$ cat config.mk
export PLATFORM = sky130hd
export DESIGN_NAME = task_ctx_bank
export DESIGN_NICKNAME = d
export VERILOG_FILES = /design/src/rtl/task_ctx_bank.sv
export SDC_FILE = /design/constraint.sdc
export NUM_CORES = 1
export LEC_CHECK = 0
export BUFFER_PORTS_ARGS = -buffer_cell sky130_fd_sc_hd__buf_2
export CORE_ASPECT_RATIO = 0.6
export CORE_MARGIN = 2
export CORE_UTILIZATION = 45
export DETAILED_ROUTE_END_ITERATION = 16
export PLACE_DENSITY = 0.66
export SLEW_MARGIN = 10
export SYNTH_ARGS = -nofsm -noshare
export SYNTH_HDL_FRONTEND = slang
export SYNTH_SLANG_ARGS = --single-unit
export TNS_END_PERCENT = 50
$ cat constraint.sdc
create_clock -name clk -period 3.2 [get_ports clk]
set_input_delay 0.8 -clock clk [delete_from_list [all_inputs] [get_ports clk]]
set_output_delay 0.8 -clock clk [all_outputs]
set_load 0.02 [all_outputs]
$ cat src/rtl/task_ctx_bank.sv
module task_ctx_bank #(
  parameter int NTASK = 4,
  parameter int PCW   = 17
) (
  input  logic             clk,
  input  logic             rst_n,
  input  logic             thread_mode,
  input  logic [NTASK-1:0] task_en,
  input  logic             instr_done,
  input  logic             sw_req,
  input  logic             sw_imm,
  input  logic [PCW-1:0]   sw_target,
  input  logic [PCW-1:0]   next_pc,
  input  logic             z_wr,
  input  logic             z_in,
  input  logic             c_wr,
  input  logic             c_in,
  output logic [((NTASK>1)?$clog2(NTASK):1)-1:0] task_id,
  output logic [PCW-1:0]   pc_out,
  output logic             z_out,
  output logic             c_out
);
  localparam int IDW = (NTASK > 1) ? $clog2(NTASK) : 1;

  logic [PCW-1:0]   pc_q [NTASK];
  logic [NTASK-1:0] z_q, c_q;
  logic [IDW-1:0]   act, nxt;
  logic [NTASK-1:0] elig, act_oh;

  assign elig    = task_en | NTASK'(1);
  assign act_oh  = NTASK'(1) << act;
  assign task_id = act;
  assign pc_out  = pc_q[act];
  assign z_out   = z_q[act];
  assign c_out   = c_q[act];

  always_comb begin
    logic hit;
    logic [IDW-1:0] cand;
    nxt = act;
    hit = 1'b0;
    for (int k = 1; k < NTASK; k++) begin
      cand = IDW'((int'(act) + k) % NTASK);
      if (!hit && elig[cand]) begin
        nxt = cand;
        hit = 1'b1;
      end
    end
  end

  always_ff @(posedge clk) begin
    if (!rst_n) begin
      for (int i = 0; i < NTASK; i++) pc_q[i] <= '0;
      z_q <= '0;
      c_q <= '0;
      act <= '0;
    end else if (instr_done) begin
      if (sw_req) pc_q[act] <= sw_imm ? sw_target : pc_q[act] + PCW'(1);
      else        pc_q[act] <= next_pc;
      if (z_wr) z_q[act] <= z_in;
      if (c_wr) c_q[act] <= c_in;
      if (sw_req || thread_mode) act <= nxt;
    end
  end

  AST_IDLE_HOLDS: assert property (@(posedge clk) disable iff (!rst_n)
    !instr_done |=> $stable(act) && $stable(z_q) && $stable(c_q));

  AST_NORMAL_KEEPS_TASK: assert property (@(posedge clk) disable iff (!rst_n)
    instr_done && !thread_mode && !sw_req |=> task_id == $past(task_id));

  AST_PLAIN_SAVE: assert property (@(posedge clk) disable iff (!rst_n)
    instr_done && sw_req && !sw_imm |=> pc_q[$past(act)] == $past(pc_out) + PCW'(1));

  AST_IMM_SAVE: assert property (@(posedge clk) disable iff (!rst_n)
    instr_done && sw_req && sw_imm |=> pc_q[$past(act)] == $past(sw_target));

  AST_LEAVES_WHEN_OTHER: assert property (@(posedge clk) disable iff (!rst_n)
    instr_done && (sw_req || thread_mode) && ((elig & ~act_oh) != '0)
    |=> task_id != $past(task_id));

  AST_FLAG_ISOLATION: assert property (@(posedge clk) disable iff (!rst_n)
    instr_done |=> (((z_q ^ $past(z_q)) | (c_q ^ $past(c_q))) & ~$past(act_oh)) == '0);

  AST_LONE_TASK_STAYS: assert property (@(posedge clk) disable iff (!rst_n)
    instr_done && ((elig & ~act_oh) == '0) |=> $stable(act));
endmodule

==> flow_summary.html, run 1 <==
<table>
<tr><th>Metric</th><th>Value</th></tr>
<tr><th colspan="2">Place</th></tr>
<tr><td>IO buf count</td><td>67</td></tr>
<tr><td>Area of placed instances</td><td>0.00494 sq mm</td></tr>
<tr><td>Final Wtd Congestion</td><td>0.826</td></tr>
<tr><td>Detailed placement HPWL</td><td>8850 um</td></tr>
<tr><th colspan="2">GRT</th></tr>
<tr><td>Via count of the first global-routing pass</td><td>3458</td></tr>
<tr><td>Number of antenna violations at the first check in global routing</td><td>0</td></tr>
<tr><td>First-pass GRT wire length</td><td>19800 um</td></tr>
<tr><td>Aggregate global routing overflow</td><td>0</td></tr>
<tr><td>GRT Overall Usage</td><td>25.2%</td></tr>
<tr><td>Largest net degree at the start of global routing</td><td>18</td></tr>
<tr><th colspan="2">Critical path</th></tr>
<tr><td>Maximum fanout encountered on the critical timing path</td><td>14</td></tr>
<tr><td>Kind of capture point of the worst setup path</td><td>output pin</td></tr>
<tr><td>Highest cell delay on the worst timing path</td><td>750 ps</td></tr>
<tr><td>Slowest cell on crit path</td><td>sky130_fd_sc_hd__mux4_1</td></tr>
<tr><td>Most frequent CP cell</td><td>sky130_fd_sc_hd__buf_4</td></tr>
<tr><td>CP Class</td><td>reg2out</td></tr>
<tr><td>Worst endpoint data arrival time</td><td>2080 ps</td></tr>
<tr><td>Crit path max-delay family</td><td>multiplexers</td></tr>
<tr><td>Flop-to-flop setup slack</td><td>470 ps</td></tr>
<tr><td>Worst R2R Path Depth</td><td>7</td></tr>
<tr><td>Number of buffers and inverters on the critical path</td><td>3</td></tr>
<tr><td>Worst R2R End</td><td>pc_q[2][4]</td></tr>
<tr><td>Critical path, cell by cell</td><td>buf_4 &gt; mux4_1 &gt; buf_4 &gt; buf_2</td></tr>
<tr><td>Critical Path Source Type</td><td>flop</td></tr>
<tr><td>Critical path required time</td><td>2400 ps</td></tr>
<tr><th colspan="2">Layout</th></tr>
<tr><td>Fillers</td><td>877</td></tr>
<tr><td>Area of the multi-input gates</td><td>0.00198 sq mm</td></tr>
<tr><td>Sequential cell area</td><td>0.00228 sq mm</td></tr>
<tr><td>Nets</td><td>510</td></tr>
<tr><td>Antenna diodes</td><td>0</td></tr>
<tr><td>Total non-filler cell area in the finished layout</td><td>0.00527 sq mm</td></tr>
<tr><td>Layout Area Growth over Synthesis</td><td>18.8%</td></tr>
<tr><td>Fraction of final layout cells with drive strength greater than 1</td><td>25.8%</td></tr>
<tr><th colspan="2">Yosys</th></tr>
<tr><td>Syn_area_per_cell</td><td>11.5 sq um</td></tr>
<tr><td>Commonest register cell after synthesis</td><td>sky130_fd_sc_hd__edfxtp_1</td></tr>
<tr><td>Combinational family with the most area after synthesis</td><td>simple AND/OR/NAND/NOR gates</td></tr>
<tr><td>Warning count from the yosys run</td><td>0</td></tr>
<tr><td>Count of mapped cells out of synthesis</td><td>385</td></tr>
<tr><td>Simple-gate share of the synthesized area</td><td>19.6%</td></tr>
<tr><td>Post-synth cell types</td><td>60</td></tr>
<tr><td>Async S/R FF share, synth</td><td>0%</td></tr>
<tr><td>Number of flip-flops and latches in the synthesized netlist</td><td>80</td></tr>
<tr><td>Syn Std Cell Area</td><td>0.00444 sq mm</td></tr>
<tr><td>Post-synth EDFFs</td><td>68</td></tr>
<tr><td>Adder-cell share of the synthesized area</td><td>1.41%</td></tr>
<tr><td>Multiplexer share of the synthesized area</td><td>13.4%</td></tr>
<tr><td>Xor-xnor portion of the synthesized cell area</td><td>0.592%</td></tr>
<tr><td>Area fraction in compound gates after synthesis</td><td>9.67%</td></tr>
<tr><td>Fraction of the yosys area taken by sequential cells</td><td>51.4%</td></tr>
<tr><td>Nets in the synthesized netlist</td><td>438</td></tr>
<tr><th colspan="2">Die</th></tr>
<tr><td>Core region area</td><td>0.00974 sq mm</td></tr>
<tr><td>IO Pins</td><td>69</td></tr>
<tr><td>Row count</td><td>28</td></tr>
<tr><td>Die Span Y</td><td>80.9 um</td></tr>
<tr><td>Die Wd</td><td>132 um</td></tr>
<tr><td>Initial standard-cell utilization of the core</td><td>45.6%</td></tr>
<tr><td>Full die area</td><td>0.0107 sq mm</td></tr>
<tr><th colspan="2">Timing</th></tr>
<tr><td>Unrepaired setup endpoints after global routing</td><td>false</td></tr>
<tr><td>Headroom to the max-slew limit</td><td>56.4%</td></tr>
<tr><td>Worst clock skew on the final layout</td><td>6.14 ps</td></tr>
<tr><td>Final number of max-transition violations</td><td>0</td></tr>
<tr><td>Tcrit/Tclk final</td><td>90.0%</td></tr>
<tr><td>Fin. Hold Viols</td><td>0</td></tr>
<tr><td>Slew of the pin with the lowest slew margin</td><td>654 ps</td></tr>
<tr><td>Max frequency</td><td>347 MHz</td></tr>
<tr><td>Time the worst path needs with I/O delays and setup</td><td>2880 ps</td></tr>
<tr><td>Final setup viols</td><td>0</td></tr>
<tr><td>Final total negative setup slack</td><td>0 ps</td></tr>
<tr><th colspan="2">Clock network</th></tr>
<tr><td>Cell chosen for the clock root</td><td>sky130_fd_sc_hd__clkbuf_16</td></tr>
<tr><td>Number of clock sinks</td><td>80</td></tr>
<tr><td>Worst-path clk slew</td><td>60 ps</td></tr>
<tr><td>Number of buffers inserted during clock tree synthesis</td><td>9</td></tr>
<tr><td>Maximum number of buffers from clock root to sink</td><td>2</td></tr>
<tr><td>CTS H-tree depth</td><td>3</td></tr>
<tr><td>Clk_lat worst skew</td><td>340 ps</td></tr>
<tr><td>Total of cells resized after clock tree synthesis</td><td>0</td></tr>
<tr><td>Clock tree from TritonCTS</td><td>done</td></tr>
<tr><td>Number of buffers inserted to repair setup after CTS</td><td>0</td></tr>
<tr><td>Cts-stage hold buffer count</td><td>0</td></tr>
<tr><th colspan="2">Detailed routing</th></tr>
<tr><td>DRC marker count from the first detailed-route iteration</td><td>335</td></tr>
<tr><td>Via count</td><td>3621</td></tr>
<tr><td>WL/cell</td><td>21.6 um</td></tr>
<tr><td>Drt drc</td><td>0</td></tr>
<tr><td>Detailed-route vias per instance</td><td>6.07</td></tr>
<tr><td>Number of iterations in the first detailed-routing pass</td><td>5</td></tr>
<tr><td>Total wire length after detailed routing</td><td>12900 um</td></tr>
<tr><td>Antenna violation net count after detailed routing</td><td>0</td></tr>
<tr><th colspan="2">Run status</th></tr>
<tr><td>Run status</td><td>completed</td></tr>
<tr><th colspan="2">Min path</th></tr>
<tr><td>Hold Path Class</td><td>reg2reg</td></tr>
<tr><td>Hold-critical path depth</td><td>2</td></tr>
<tr><td>Hold-critical path endpoint</td><td>c_q[3]</td></tr>
<tr><td>HP Start</td><td>c_q[3]</td></tr>
<tr><th colspan="2">Power</th></tr>
<tr><td>Worst vdd rail ir drop</td><td>0.000306 V</td></tr>
<tr><td>Total power divided by cell area</td><td>552 mW/mm^2</td></tr>
<tr><td>Leakage component of the power</td><td>2.12 nW</td></tr>
<tr><th colspan="2">Run</th></tr>
<tr><td>Max-capacitance violation count</td><td>0</td></tr>
</table>
==> sequential cells by signal, summed over array words and instances (netlist names), named ones only <==
register,flops
task_id,2
c_q,4
pc_q,68
z_q,4
==> per-layer routing <==
layer | part of all wire (%) | global-route usage (%) | wire [um]
met1 | 45 | 35.4 | 5750
met3 | 10 | 7.18 | 1290
met4 | 0.88 | 6.88 | 114
met5 | 0 | 0 | 0
met2 | 44 | 38.8 | 5730
==> placed cells by master (no fill, tap or decap), types with 9 or more instances in the layout <==
cell type / synthesis / layout
sky130_fd_sc_hd__nor3_1: 9 / 9
sky130_fd_sc_hd__mux4_1: 9 / 9
sky130_fd_sc_hd__a21oi_1: 18 / 18
sky130_fd_sc_hd__buf_2: 3 / 67
sky130_fd_sc_hd__clkbuf_16: 0 / 9
sky130_fd_sc_hd__inv_1: 14 / 14
sky130_fd_sc_hd__nand3_1: 21 / 21
sky130_fd_sc_hd__buf_4: 0 / 16
sky130_fd_sc_hd__mux4_2: 10 / 10
sky130_fd_sc_hd__nor2_1: 67 / 67
sky130_fd_sc_hd__edfxtp_1: 68 / 68
sky130_fd_sc_hd__dfxtp_1: 12 / 12
sky130_fd_sc_hd__mux2i_1: 11 / 11
sky130_fd_sc_hd__nand2_1: 24 / 24
==> tightest hold or removal path: cells and delay by family (launching register included) <==
kind,cells,cell delay (ps)
flops,1,330
simple gates,1,70
mux,1,70
==> how the worst max path moves through the flow <==
stage	endpoint	slack, ps	cells after the start
2_1_floorplan	pc_q[1][0]	460	6
5_1_grt	pc_out[12]	250	4
4_1_cts	pc_out[12]	310	4
6_report	pc_out[12]	320	4
3_5_place_dp	pc_q[1][10]	500	5
3_3_place_gp	pc_q[1][4]	530	7
==> stage by stage <==
stage / util, % / hold WS [ps] / instances / total power [mW] / worst slack [ps]
floorplan: - / 458 / 385 / 1.59 / 457
global placement: 50.8 / 474 / 581 / 1.78 / 530
detailed placement: 50.8 / 493 / 581 / 1.79 / 499
CTS: 54.1 / 507 / 597 / 2.91 / 307
global route: 54.1 / 548 / 597 / 3.00 / 246
finish: 54.1 / 505 / 597 / 2.91 / 319
==> cells by family after synthesis <==
family                     after synthesis
muxes                                   32
xor gates and xnor gates                 3
adders and majority gates                5
DFF                                     80
buffers and inverters                   37
and+or+nand+nor                        167
AOI/OAI and AO/OA                       61
==> power breakdown <==
group | internal, mW | switching [mW]
clock network | 0.725 | 0.406
registers | 1.20 | 0.0283
logic | 0.197 | 0.352
==> cells in the mapped netlist, types with 3 or more instances <==
cell type	instances	area (sq um)
sky130_fd_sc_hd__nand3b_1	5	37.5
sky130_fd_sc_hd__nor2_1	67	251
sky130_fd_sc_hd__mux2i_1	11	110
sky130_fd_sc_hd__inv_1	14	52.6
sky130_fd_sc_hd__and2_1	4	25.0
sky130_fd_sc_hd__buf_2	3	15.0
sky130_fd_sc_hd__a22o_1	3	26.3
sky130_fd_sc_hd__a21oi_1	18	90.1
sky130_fd_sc_hd__nor3b_1	5	37.5
sky130_fd_sc_hd__nor4_1	6	37.5
sky130_fd_sc_hd__o21ai_0	6	30.0
sky130_fd_sc_hd__o211ai_1	3	22.5
sky130_fd_sc_hd__ha_1	5	62.6
sky130_fd_sc_hd__xnor2_1	3	26.3
sky130_fd_sc_hd__edfxtp_1	68	2040
sky130_fd_sc_hd__nand2_1	24	90.1
sky130_fd_sc_hd__or3_1	4	25.0
sky130_fd_sc_hd__mux4_2	10	225
sky130_fd_sc_hd__nor3_1	9	45.0
sky130_fd_sc_hd__a31oi_1	4	25.0
sky130_fd_sc_hd__o22ai_1	3	18.8
sky130_fd_sc_hd__mux4_1	9	236
sky130_fd_sc_hd__a22oi_1	5	37.5
sky130_fd_sc_hd__clkbuf_1	14	52.6
sky130_fd_sc_hd__dfxtp_1	12	240
sky130_fd_sc_hd__nand3_1	21	105
==> final cells by class <==
cell class / instances / area share [%]
sequential: 80 / 43.3
multi-input combinational: 268 / 37.6
timing repair buffer: 83 / 8.64
clock buffer: 13 / 4.94
tap: 135 / 3.21
clock inverter: 3 / 1.23
inverter: 15 / 1.07
No activity file was read; power rests on OpenSTA's default activity.
==> run 2: changes to the inputs <==
--- a/config.mk
+++ b/config.mk
@@ -5,7 +5,7 @@
 export SDC_FILE = /design/constraint.sdc
 export NUM_CORES = 1
 export LEC_CHECK = 0
-export BUFFER_PORTS_ARGS = -buffer_cell sky130_fd_sc_hd__buf_2
+export BUFFER_PORTS_ARGS = -buffer_cell sky130_fd_sc_hd__buf_4
 export CORE_ASPECT_RATIO = 0.6
 export CORE_MARGIN = 2
 export CORE_UTILIZATION = 45
==> flow_summary.html, run 2 (synthesis gave the netlist of run 1 again) <==
<table>
<tr><th>Metric</th><th>Value</th></tr>
<tr><th colspan="2">Run status</th></tr>
<tr><td>Run status</td><td>completed</td></tr>
<tr><th colspan="2">Timing</th></tr>
<tr><td>Final setup viols</td><td>0 (unchanged)</td></tr>
<tr><td>Final total negative setup slack</td><td>0 ps (unchanged)</td></tr>
<tr><td>Time the worst path needs with I/O delays and setup</td><td>2730 ps (-148 ps)</td></tr>
<tr><td>Slew of the pin with the lowest slew margin</td><td>614 ps (-39.6 ps)</td></tr>
<tr><td>Worst Hold Margin</td><td>493 ps (-12.4 ps)</td></tr>
<tr><td>Max frequency</td><td>366 MHz (+5.4%)</td></tr>
<tr><td>Final number of max-transition violations</td><td>0 (unchanged)</td></tr>
<tr><td>Worst clock skew on the final layout</td><td>8.31 ps (+2.16 ps)</td></tr>
<tr><td>Final setup slack of the worst path</td><td>467 ps (+148 ps)</td></tr>
<tr><td>Tcrit/Tclk final</td><td>85.4% (-4.6 points)</td></tr>
<tr><td>Headroom to the max-slew limit</td><td>59.0% (+2.6 points)</td></tr>
<tr><td>Fin. Hold Viols</td><td>0 (unchanged)</td></tr>
<tr><td>Unrepaired setup endpoints after global routing</td><td>false</td></tr>
<tr><th colspan="2">Critical path</th></tr>
<tr><td>Slowest cell on crit path</td><td>sky130_fd_sc_hd__mux4_1</td></tr>
<tr><td>Kind of capture point of the worst setup path</td><td>output pin</td></tr>
<tr><td>Worst endpoint data arrival time</td><td>1930 ps (-150 ps)</td></tr>
<tr><td>CP Class</td><td>reg2out</td></tr>
<tr><td>Highest cell delay on the worst timing path</td><td>670 ps (-80 ps)</td></tr>
<tr><td>Critical path required time</td><td>2400 ps (about the same)</td></tr>
<tr><td>Critical Path Source Type</td><td>flop</td></tr>
<tr><td>Critical path, cell by cell</td><td>buf_12 &gt; mux4_1 &gt; buf_4 &gt; buf_4</td></tr>
<tr><td>Maximum fanout encountered on the critical timing path</td><td>17 (+3)</td></tr>
<tr><td>Most frequent CP cell</td><td>sky130_fd_sc_hd__buf_4</td></tr>
<tr><th colspan="2">Layout</th></tr>
<tr><td>Finished Core Util</td><td>55.7% (+1.6 points)</td></tr>
<tr><td>Final Instance Count excl. Fillers</td><td>599 (+0.34%)</td></tr>
<tr><td>Antenna diodes</td><td>0 (unchanged)</td></tr>
<tr><td>Top flop regs</td><td>pc_q: 68 flops, c_q: 4 flops, z_q: 4 flops</td></tr>
<tr><td>Fraction of final layout cells with drive strength greater than 1</td><td>26.1% (+0.32 points)</td></tr>
<tr><td>Total non-filler cell area in the finished layout</td><td>0.00543 sq mm (+3.0%)</td></tr>
<tr><td>Layout Area Growth over Synthesis</td><td>22.4%</td></tr>
<tr><td>Max reg flops</td><td>68 (unchanged)</td></tr>
<tr><td>Most common cell after layout, fill and taps aside</td><td>sky130_fd_sc_hd__buf_4</td></tr>
<tr><td>Register containing the most flip-flops in the final layout</td><td>pc_q</td></tr>
<tr><td>Nets</td><td>512 (+0.39%)</td></tr>
<tr><td>Fillers</td><td>875 (-0.23%)</td></tr>
<tr><td>Leading cell types in the layout, fill and taps excluded</td><td>sky130_fd_sc_hd__buf_4 (83), sky130_fd_sc_hd__edfxtp_1 (68), sky130_fd_sc_hd__nor2_1 (67)</td></tr>
<tr><th colspan="2">GRT</th></tr>
<tr><td>Via count of the first global-routing pass</td><td>3535 (+2.2%)</td></tr>
<tr><td>First-pass GRT wire length</td><td>19500 um (-1.4%)</td></tr>
<tr><td>Number of antenna violations at the first check in global routing</td><td>0 (unchanged)</td></tr>
<tr><td>GRT Overall Usage</td><td>24.8% (-0.43 points)</td></tr>
<tr><td>Largest net degree at the start of global routing</td><td>18 (unchanged)</td></tr>
<tr><td>Aggregate global routing overflow</td><td>0 (unchanged)</td></tr>
<tr><th colspan="2">Clock network</th></tr>
<tr><td>Number of buffers inserted to repair setup after CTS</td><td>0 (unchanged)</td></tr>
<tr><td>Worst-path clk slew</td><td>60 ps (about the same)</td></tr>
<tr><td>Total of cells resized after clock tree synthesis</td><td>0 (unchanged)</td></tr>
<tr><td>Cts-stage hold buffer count</td><td>0 (unchanged)</td></tr>
<tr><td>Clk_lat worst skew</td><td>340 ps (about the same)</td></tr>
<tr><td>Number of clock sinks</td><td>80 (unchanged)</td></tr>
<tr><td>Maximum number of buffers from clock root to sink</td><td>2 (unchanged)</td></tr>
<tr><td>Clock tree from TritonCTS</td><td>done</td></tr>
<tr><td>Number of buffers inserted during clock tree synthesis</td><td>9 (unchanged)</td></tr>
<tr><td>CTS H-tree depth</td><td>3 (unchanged)</td></tr>
<tr><td>Cell chosen for the clock root</td><td>sky130_fd_sc_hd__clkbuf_16</td></tr>
<tr><th colspan="2">Detailed routing</th></tr>
<tr><td>Total wire length after detailed routing</td><td>12700 um (-1.1%)</td></tr>
<tr><td>Via count</td><td>3574 (-1.3%)</td></tr>
<tr><td>DRC marker count from the first detailed-route iteration</td><td>413 (+23%)</td></tr>
<tr><td>Detailed-route vias per instance</td><td>5.97 (-1.6%)</td></tr>
<tr><td>Antenna violation net count after detailed routing</td><td>0 (unchanged)</td></tr>
<tr><td>WL/cell</td><td>21.3 um (-1.4%)</td></tr>
<tr><td>Drt drc</td><td>0 (unchanged)</td></tr>
<tr><td>Number of iterations in the first detailed-routing pass</td><td>5 (unchanged)</td></tr>
<tr><th colspan="2">Die</th></tr>
<tr><td>Row count</td><td>28 (unchanged)</td></tr>
<tr><td>Full die area</td><td>0.0107 sq mm (unchanged)</td></tr>
<tr><td>Die Wd</td><td>132 um (unchanged)</td></tr>
<tr><td>Core region area</td><td>0.00974 sq mm (unchanged)</td></tr>
<tr><td>IO Pins</td><td>69 (unchanged)</td></tr>
<tr><td>Die Span Y</td><td>80.9 um (unchanged)</td></tr>
<tr><td>Initial standard-cell utilization of the core</td><td>45.6% (unchanged)</td></tr>
<tr><th colspan="2">Min path</th></tr>
<tr><td>Hold Path Class</td><td>reg2reg</td></tr>
<tr><th colspan="2">Run</th></tr>
<tr><td>Max-capacitance violation count</td><td>0 (unchanged)</td></tr>
<tr><th colspan="2">Power</th></tr>
<tr><td>Total power divided by cell area</td><td>513 mW/mm^2 (-7.1%)</td></tr>
<tr><td>Leakage component of the power</td><td>2.16 nW (+1.9%)</td></tr>
<tr><td>Total Power Consumption</td><td>2.78 mW (-4.3%)</td></tr>
<tr><td>Worst vdd rail ir drop</td><td>0.000340 V (+11%)</td></tr>
<tr><th colspan="2">Place</th></tr>
<tr><td>Final Wtd Congestion</td><td>0.840 (+1.6%)</td></tr>
<tr><td>Dpl ws</td><td>595 ps (+95.8 ps)</td></tr>
<tr><td>Detailed placement HPWL</td><td>8970 um (+1.3%)</td></tr>
<tr><td>IO buf count</td><td>67 (unchanged)</td></tr>
<tr><td>Cell count after placement</td><td>583 (+0.34%)</td></tr>
<tr><td>Area of placed instances</td><td>0.00515 sq mm (+4.2%)</td></tr>
</table>
## run 2: worst paths after layout
path / start / endpoint / slack (ps) / cells after the start
hold / removal: z_q[2] / z_q[2] / 490 / 2
hold reg to reg: z_q[2] / z_q[2] / 490 / 2
setup reg to reg: flop / pc_q[3][4] / 550 / 8
setup / recovery: flop / pc_out[12] / 470 / 4
## run 2: cell type report
class	count	area [sq um]	share of cell area, %
multi-input cells	268	1980	36.5
clock buffers	13	260	4.79
clock inverters	3	17.5	0.323
well taps	135	169	3.11
inverters	15	56.3	1.04
flip-flops and latches	80	2280	42.0
repair buffers	85	663	12.2
## run 2: per-layer routing
metal  GRT usage [%]  vias up  share of wire (%)
li1                -     1622                  -
met1            34.3     1752                 45
met2            39.8      180                 45
met3            6.12       20                8.6
met4            6.13        0               0.97
met5               0        -                  0
## run 2: where the power goes
part           total [mW]  switching [mW]  internal (mW)
registers            1.23          0.0284           1.20
clock network       0.960           0.395          0.565
logic               0.595           0.354          0.241
## run 2: worst max-delay path, delay by kind of cell (launching register included)
family	cells	cell delay, ps
buffers and inverters	3	560
flip-flops	1	350
multiplexers	1	670
